## src/rtl/alarm_flag_reg.sv

```systemverilog
module alarm_flag_reg #(
  parameter int SW = 8
) (
  input  logic          clk,
  input  logic          rst,
  input  logic          alm0_hit,
  input  logic          alm1_hit,
  input  logic          wr_en,
  input  logic [SW-1:0] wr_data,
  input  logic          alm0_ie,
  input  logic          alm1_ie,
  input  logic          irq_mode,
  output logic [SW-1:0] status,
  output logic          irq_n
);

  localparam int NF = 2;

  logic [NF-1:0] flag_q;
  logic [NF-1:0] hit;
  logic [NF-1:0] clr;
  logic [NF-1:0] gated;

  assign hit   = {alm1_hit, alm0_hit};
  assign clr   = {NF{wr_en}} & ~wr_data[NF-1:0];
  assign gated = flag_q & {alm1_ie, alm0_ie} & {NF{irq_mode}};

  always_ff @(posedge clk) begin
    if (rst) flag_q <= '0;
    else     flag_q <= hit | (flag_q & ~clr);
  end

  assign status = {{(SW-NF){1'b0}}, flag_q};
  assign irq_n  = ~|gated;

  for (genvar gi = 0; gi < NF; gi++) begin : g_chk

    flag_set_chk: assert property (@(posedge clk) disable iff (rst)
      hit[gi] |=> status[gi]);

    flag_clr_chk: assert property (@(posedge clk) disable iff (rst)
      (wr_en && !wr_data[gi] && !hit[gi]) |=> !status[gi]);

    no_sw_set_chk: assert property (@(posedge clk) disable iff (rst)
      (!hit[gi] && !status[gi]) |=> !status[gi]);

    sticky_chk: assert property (@(posedge clk) disable iff (rst)
      (status[gi] && !(wr_en && !wr_data[gi])) |=> status[gi]);
  end


  irq_quiet_chk: assert property (@(posedge clk) disable iff (rst)
    !irq_mode |-> irq_n);


  reset_chk: assert property (@(posedge clk)
    rst |=> (status == '0 && irq_n));


  upper_ign_chk: assert property (@(posedge clk) disable iff (rst)
    (wr_en && wr_data[SW-1:NF] != '0) |=> status[SW-1:NF] == '0);

endmodule

```

## config.mk

```make
export PLATFORM = sky130hd
export DESIGN_NAME = alarm_flag_reg
export DESIGN_NICKNAME = d
export VERILOG_FILES = /design/src/rtl/alarm_flag_reg.sv
export SDC_FILE = /design/constraint.sdc
export NUM_CORES = 1
export LEC_CHECK = 0
export BUFFER_PORTS_ARGS = -buffer_cell sky130_fd_sc_hd__buf_2
export CAP_MARGIN = 20
export CELL_PAD_IN_SITES_DETAIL_PLACEMENT = 2
export CELL_PAD_IN_SITES_GLOBAL_PLACEMENT = 2
export CORE_MARGIN = 2
export CORE_UTILIZATION = 11
export CTS_BUF_LIST = sky130_fd_sc_hd__clkbuf_2 sky130_fd_sc_hd__clkbuf_4 sky130_fd_sc_hd__clkbuf_8
export CTS_CLUSTER_SIZE = 20
export DETAILED_ROUTE_END_ITERATION = 8
export PLACE_DENSITY = 0.79
export SLEW_MARGIN = 10
export SYNTH_ARGS = -nofsm -noshare
export SYNTH_HDL_FRONTEND = slang
export SYNTH_SLANG_ARGS = --single-unit
```

## constraint.sdc

```tcl
create_clock -name clk -period 0.8 [get_ports clk]
set_input_delay 0.04 -clock clk [delete_from_list [all_inputs] [get_ports clk]]
set_output_delay 0.04 -clock clk [all_outputs]
set_load 0.01 [all_outputs]
```

## Word-level counts from Yosys, hierarchy flattened

Index checks and enable logic that the tools add are counted.

- Logic and storage cells: 10
- Register bits after elaboration: 2
- Input bits: 16
- Output and inout port bits: 9

- Reductions and logical operators: 2
- Bitwise operators: 7

Operators by type and width:

| kind | number |
|---|---|
| 2-bit AND | 4 |
| 2-bit inverter | 2 |
| 2-bit bitwise OR | 1 |
| 2-bit OR reduction | 1 |
| 1-bit logical NOT | 1 |

## Depth between registers and ports, before layout

Gate-level depths: netlist (run 1).

- Word-level depth: 5
- Gate-level depth with buffers: 2
- Mapped depth without buffers: 2

## Worst setup path before layout (run 1)

No wires, ideal clock.

- Path type: reg-to-output
- From: reg flag_q[0]
- To: out irq_n
- Arrival: 653 ps
- Cell stages (with the launch flop): 3
- Buffers on the path: 0
- Path slack: 107 ps
- Path through: dfxtp_1 > a22o_1 > nand2_1

- Word-level cells in the longest chain between the ends: 4

RTL lines:

| what | RTL line | source |
|---|---|---|
| from (decl) | 19 | `logic [NF-1:0] flag_q;` |
| from (signal assigned) | 30 | `else flag_q <= hit \| (flag_q & ~clr);` |
| 2-bit AND (2 in series) | 26 | `assign gated = flag_q & {alm1_ie, alm0_ie} & {NF{irq_mode}};` |
| 2-bit OR reduction | 34 | `assign irq_n = ~\|gated;` |
| 1-bit logical NOT | 34 |  |
| to (decl) | 14 | `output logic irq_n` |

Every way passes these cells.

## Final worst setup path (run 1)

Same ends and word-level chain as after synthesis.

==> results of run 1 <==
==> power groups by stage <==
stage	combinational [µW]	sequential [µW]	clock, µW
after floorplan	56.6	118	0
after global placement	76.1	115	0
after detailed placement	78.7	116	0
after CTS	89.9	116	236
after global routing	126	115	248
final	115	114	219
==> metal layers <==
layer	routed length, µm	global-route usage, %
met5	0	0
met4	19	7.742
met3	66	4.783
met2	222	8.438
met1	171	6.266
==> per-stage QoR <==
stage / hold slack (ns) / TNS, ns / util, % / total power [µW]
after floorplan: 0.1097 / 0 / - / 174.9
after global placement: 0.2496 / 0 / 15.87 / 191.4
after detailed placement: 0.2502 / 0 / 15.87 / 194.9
after CTS: 0.002940 / -0.1804 / 18.85 / 442.1
after global routing: 0.004266 / -0.3859 / 21.35 / 489.5
final: 0.01035 / -0.2669 / 21.35 / 447.9
==> critical path: stages, from the launching register on <==
cell	delay [ns]
dfxtp_2	0.31
a22o_1	0.20
nand2_1	0.05
buf_2	0.12
==> cells by family (layout without fill, tap and decap cells) <==
logic type             count (synthesis)  count (layout)  share of synthesized area [%]
AND/OR/NAND/NOR                        7               7                          36.58
flip-flops                             2               2                          26.02
other                                  1               6                          2.437
AO/OA/AOI/OAI                          1               1                          5.692
buffers and inverters                  6              18                          29.27
==> timing repair <==
item                                    CTS  global route
buffers inserted                          1             2
cloned                                    0             0
pin swaps                                 2             0
gates resized for setup                   3             4
endpoints found under the setup margin    1             2
hold buffers                              0             0
==> final timing paths <==
path                   from        end  slack [ns]  depth (start not counted)
setup / recovery  flag_q[0]      irq_n       -0.14                          3
setup reg to reg  flag_q[0]  flag_q[0]        0.04                          4
hold / removal          rst  flag_q[0]        0.01                          2
hold reg to reg   flag_q[1]  flag_q[1]        0.60                          3
==> layout make-up <==
type	count	area (µm²)	area share [%]
Clock buffer	3	22.52	8.108
Sequential cell	2	42.54	15.32
Multi-Input combinational cell	14	95.09	34.23
Timing Repair Buffer	15	98.84	35.59
Tap cell	15	18.77	6.757
==> cell usage in the layout, fill, tap and decap left out <==
cell	instances
nand2_1	1
nor3_2	2
buf_6	3
buf_4	2
nor3b_2	2
a22o_1	1
buf_2	10
nor2_1	1
dfxtp_2	2
nor2_4	1
clkbuf_4	3
conb_1	6
==> run_results.csv, run 1 <==
group,metric,value,unit
cts,cts_buffers,3,
global_route,grt_usage,6.619,%
place,globalplace.congestion,0.6222,
detailed_routing,totalWireLength,480,µm
final_layout,nets,52,
yosys,synth_cell_type_count,8,
worst_hold_path,hold_class,"input pin to flop",
yosys,synth.yosys.seq_area_share,26.02,%
sta,period_needed,0.9384,ns
final_layout,finalNonFillerCells,49,
worst_setup_path,path_max_fanout,2,
final_layout,layout-drive-gt1-share,73.53,%
final_layout,largest_reg_flops,2,
floorplan,std_cell_rows,13,
detailed_routing,drc_errors,0,
sta,finalMaxSlewViolations,0,
yosys,synth_warnings,0,
yosys,syn_area,153.9,µm²
floorplan,io_pins,25,
global_route,antenna_found_initial,0,
power,p_per_area,1612,mW/mm²
worst_setup_path,crit_type,"flop to primary output",
global_route,grt_max_degree,4,
global_route,grt_remaining_overflow,0,
floorplan,core_area,0.001301,mm²
power,p_switching,110.7,µW
power,power.share.sequential,25.5,%
yosys,synthFlopType,"dfxtp_1",
cts,cts_tree,"yes",
final_layout,diodes,0,
sta,setup_viol_count_final,3,
final_layout,regMostFlops,"flag_q",
sta,hold_viol_final,0,
floorplan,die_area,0.001714,mm²
sta,skew,0,ns
cts,htree_levels,1,
sta,rsz0062_at_grt,"true",
global_route,grt_pass1_wl,752,µm
final_layout,area.growth.synth_to_final,80.49,%
power,p_int,337.2,µW
place,numPlacedInstances,43,
final_layout,reg.largest.list,"flag_q (2)",
power,ir_drop,0.4650,mV
cts,cts.sinks,2,
yosys,synth_cells,17,
sta,fmax,1.066,GHz
floorplan,die_y,41.41,µm
sta,layout_setup_ws,-0.1384,ns
detailed_routing,dr_total_vias,172,
power,p_clk_share,48.9,%
worst_setup_path,crit_required,0.76,ns
yosys,synth-seq-cells,2,
outcome,status,"finished with violations",
yosys,synth_edf_count,0,
sta,min_period_over_period,117.3,%
detailed_routing,dr.pass1.iters,1,
place,io_buffers,12,
worst_setup_path,worstSetupStartpointType,"flop",
cts,clock_latency,0.22,ns
worst_setup_path,critPathCaptureType,"primary output",
detailed_routing,wire_per_inst,9.796,µm
yosys,yosysMostFrequentCell,"buf_4",
floorplan,die_w,41.41,µm
place,place_ws,0.05133,ns
cts,clkTransAtPathRegs,0.03,ns
run,max_cap_violations,0,
floorplan,initial_core_util,11.83,%
power,power_frac_comb,25.6,%
cts,clock_path_buffers,2,
yosys,avgSynthCellArea,9.053,µm²
final_layout,stdcell_area,277.8,µm²
detailed_routing,vias_per_cell,3.510,
yosys,async_flop_share,0,%
power,switching_share,24.71,%
global_route,first_global_vias,178,
final_layout,num-fill-cells,163,
worst_setup_path,crit_arrival,0.90,ns
place,place_area,206.4,µm²
detailed_routing,initialDrtViolationCount,0,
yosys,ys_top_cells_by_area,"buf_4, dfxtp_1, nor3b_2, nor3_2, a22o_1",
yosys,synth_common_cells,"buf_4, dfxtp_1, nor2_1, nor3_2, nor3b_2",
yosys,synth_top_area_share,29.27,%
outcome,violations,"setup timing",
yosys,synth_area_leader_cell,"buf_4",
cts,cts_root_buffer,"clkbuf_4",
detailed_routing,final_antenna_net_count,0,
power,power.leakage,0.0001384,µW
Power figures use the tool's default switching activity.
==> run 2, diff against run 1 <==
Settings changed: CORE_MARGIN 2 to 4, CTS_BUF_LIST sky130_fd_sc_hd__clkbuf_2 sky130_fd_sc_hd__clkbuf_4 sky130_fd_sc_hd__clkbuf_8 to sky130_fd_sc_hd__clkbuf_2, HOLD_SLACK_MARGIN set to 0.08.
==> run 2 against run 1 <==
The flow still finishes with violations (setup timing). Register-to-register slack gained 0.04 ns. Routed wire length up 6.3%. Global-route usage shrank 0.33 points. Critical path depth unchanged. Total power shrank 16%. Count of clock-buffer cells in the layout is the same. Sequential power about the same. Sequential share of layout area rose by 0.80 points. Critical endpoint unchanged. Largest cell class unchanged.
==> run_results.csv, run 2 (synthesis gave the netlist of run 1 again) <==
group,metric,value,unit
outcome,status,"finished with violations",
outcome,violations,"setup timing",
floorplan,die_y,45.41,µm
power,p_total,377.9,µW
detailed_routing,vias_per_cell,3.429,
floorplan,std_cell_rows,13,
floorplan,io_pins,25,
worst_setup_path,crit_type,"flop to primary output",
final_layout,layout-drive-gt1-share,70.59,%
run,max_cap_violations,0,
worst_setup_path,reg2reg_depth,3,
power,p_clk_share,41.4,%
sta,skew,0,ns
power,ir_drop,0.2837,mV
worst_setup_path,path_max_fanout,2,
power,p_switching,111.0,µW
worst_setup_path,crit_chain,"a22o_1 -> nand2_1 -> buf_2",
floorplan,die_area,0.002062,mm²
floorplan,die_w,45.41,µm
power,p_per_area,1431,mW/mm²
detailed_routing,initialDrtViolationCount,0,
detailed_routing,dr_total_vias,168,
global_route,grt_remaining_overflow,0,
worst_setup_path,critPathCaptureType,"primary output",
final_layout,reg.largest.list,"flag_q (2)",
sta,hold_viol_final,0,
detailed_routing,totalWireLength,510,µm
cts,clkTransAtPathRegs,0.03,ns
sta,tns,-0.1128,ns
cts,htree_levels,1,
power,power.share.sequential,30.1,%
final_layout,largest_reg_flops,2,
final_layout,final_cell_mix,"buf_2, conb_1, clkbuf_2",
detailed_routing,wire_per_inst,10.41,µm
final_layout,final_common_cell,"buf_2",
detailed_routing,final_antenna_net_count,0,
global_route,first_global_vias,178,
place,globalplace.congestion,0.5402,
sta,layout_setup_ws,-0.1128,ns
detailed_routing,dr.pass1.iters,1,
worst_setup_path,crit_cells,3,
worst_setup_path,slowest_stage,"dfxtp_2",
worst_hold_path,whs_path_depth,3,
power,switching_share,29.36,%
power,power.leakage,0.0001349,µW
sta,fmax,1.095,GHz
global_route,antenna_found_initial,0,
cts,cts.sinks,2,
cts,clock_latency,0.19,ns
power,p_int,266.9,µW
floorplan,core_area,0.001318,mm²
cts,clock_path_buffers,2,
detailed_routing,drc_errors,0,
sta,hold_ws,0.1349,ns
worst_setup_path,crit_arrival,0.87,ns
floorplan,initial_core_util,11.68,%
final_layout,regMostFlops,"flag_q",
cts,cts_tree,"yes",
worst_setup_path,path_delay_family,"flip-flops",
global_route,grt_pass1_wl,752,µm
final_layout,area.growth.synth_to_final,71.54,%
final_layout,nets,52,
worst_hold_path,hold_class,"input pin to flop",
place,io_buffers,12,
cts,cts_buffers,3,
final_layout,diodes,0,
global_route,grt_max_degree,3,
global_route,grt_usage,6.285,%
sta,min_period_over_period,114.1,%
power,power_frac_comb,28.5,%
cts,cts_root_buffer,"clkbuf_2",
sta,rsz0062_at_grt,"true",
sta,setup_viol_count_final,1,
sta,period_needed,0.9128,ns
worst_setup_path,crit_required,0.76,ns
worst_setup_path,cp_num_buf_inv,1,
worst_setup_path,worstSetupStartpointType,"flop",
sta,finalMaxSlewViolations,0,
worst_setup_path,worst_path_largest_cell_delay,0.31,ns
-- run 2: changes by cell type in the layout (fill, tap and decap cells not counted), sizes merged --
cell	before	now
buf	15	14
dlygate4sd3	0	1
-- run 2: area by class of cell --
cell class | count | area (µm²)
Fill cell | 165 | 1054
Timing Repair Buffer | 15 | 97.59
Multi-Input combinational cell | 14 | 90.09
Sequential cell | 2 | 42.54
Tap cell | 15 | 18.77
Clock buffer | 3 | 15.01
-- run 2: through the flow --
stage          instances  utilization, %  worst slack (ns)  instance area, µm²
2_1_floorplan         22               -            0.1072               172.7
3_3_place_gp          43           15.67           0.06493               206.4
3_5_place_dp          43           15.67           0.04157               206.4
4_1_cts               49           19.85           -0.1330               261.5
5_1_grt               49           20.04           -0.1448               264.0
6_report              49           20.04           -0.1128               264.0
-- run 2: worst paths after layout --
path         startpoint   endpoint  slack [ns]
max           flag_q[0]      irq_n       -0.11
min            alm0_hit  flag_q[0]        0.13
max reg2reg   flag_q[1]  flag_q[1]        0.08
min reg2reg   flag_q[0]  flag_q[0]        0.60
-- run 2: repair_timing --
| action | 4_1_cts | 5_1_grt |
|---|---|---|
| resized for setup | 4 | 1 |
| setup buffers | 2 | 1 |
| pin swaps | 2 | 1 |
| hold buffers | 1 | 0 |
| hold endpoints to repair | 2 | 0 |
| setup endpoints to repair | 1 | 3 |
-- run 2: layer usage --
metal  track usage, %  up-vias  share of wire, %
li1                 -       79                 -
met1            4.728       72                34
met2            9.192       15                46
met3            2.767        2                14
met4            10.53        0               5.3
met5                0        -                 0
-- run 2: worst reg2reg max path: stages, from the launching register on --
cell     delay (ns)
dfxtp_2        0.31
buf_4          0.14
nor2_2         0.11
nor3_2         0.05
-- run 2: power groups by stage --
stage / Clock (µW) / Combinational (µW) / Sequential (µW)
2_1_floorplan: 0 / 56.6 / 118
3_3_place_gp: 0 / 76.1 / 115
3_5_place_dp: 0 / 80.2 / 116
4_1_cts: 169 / 107 / 113
5_1_grt: 170 / 121 / 114
6_report: 156 / 108 / 114
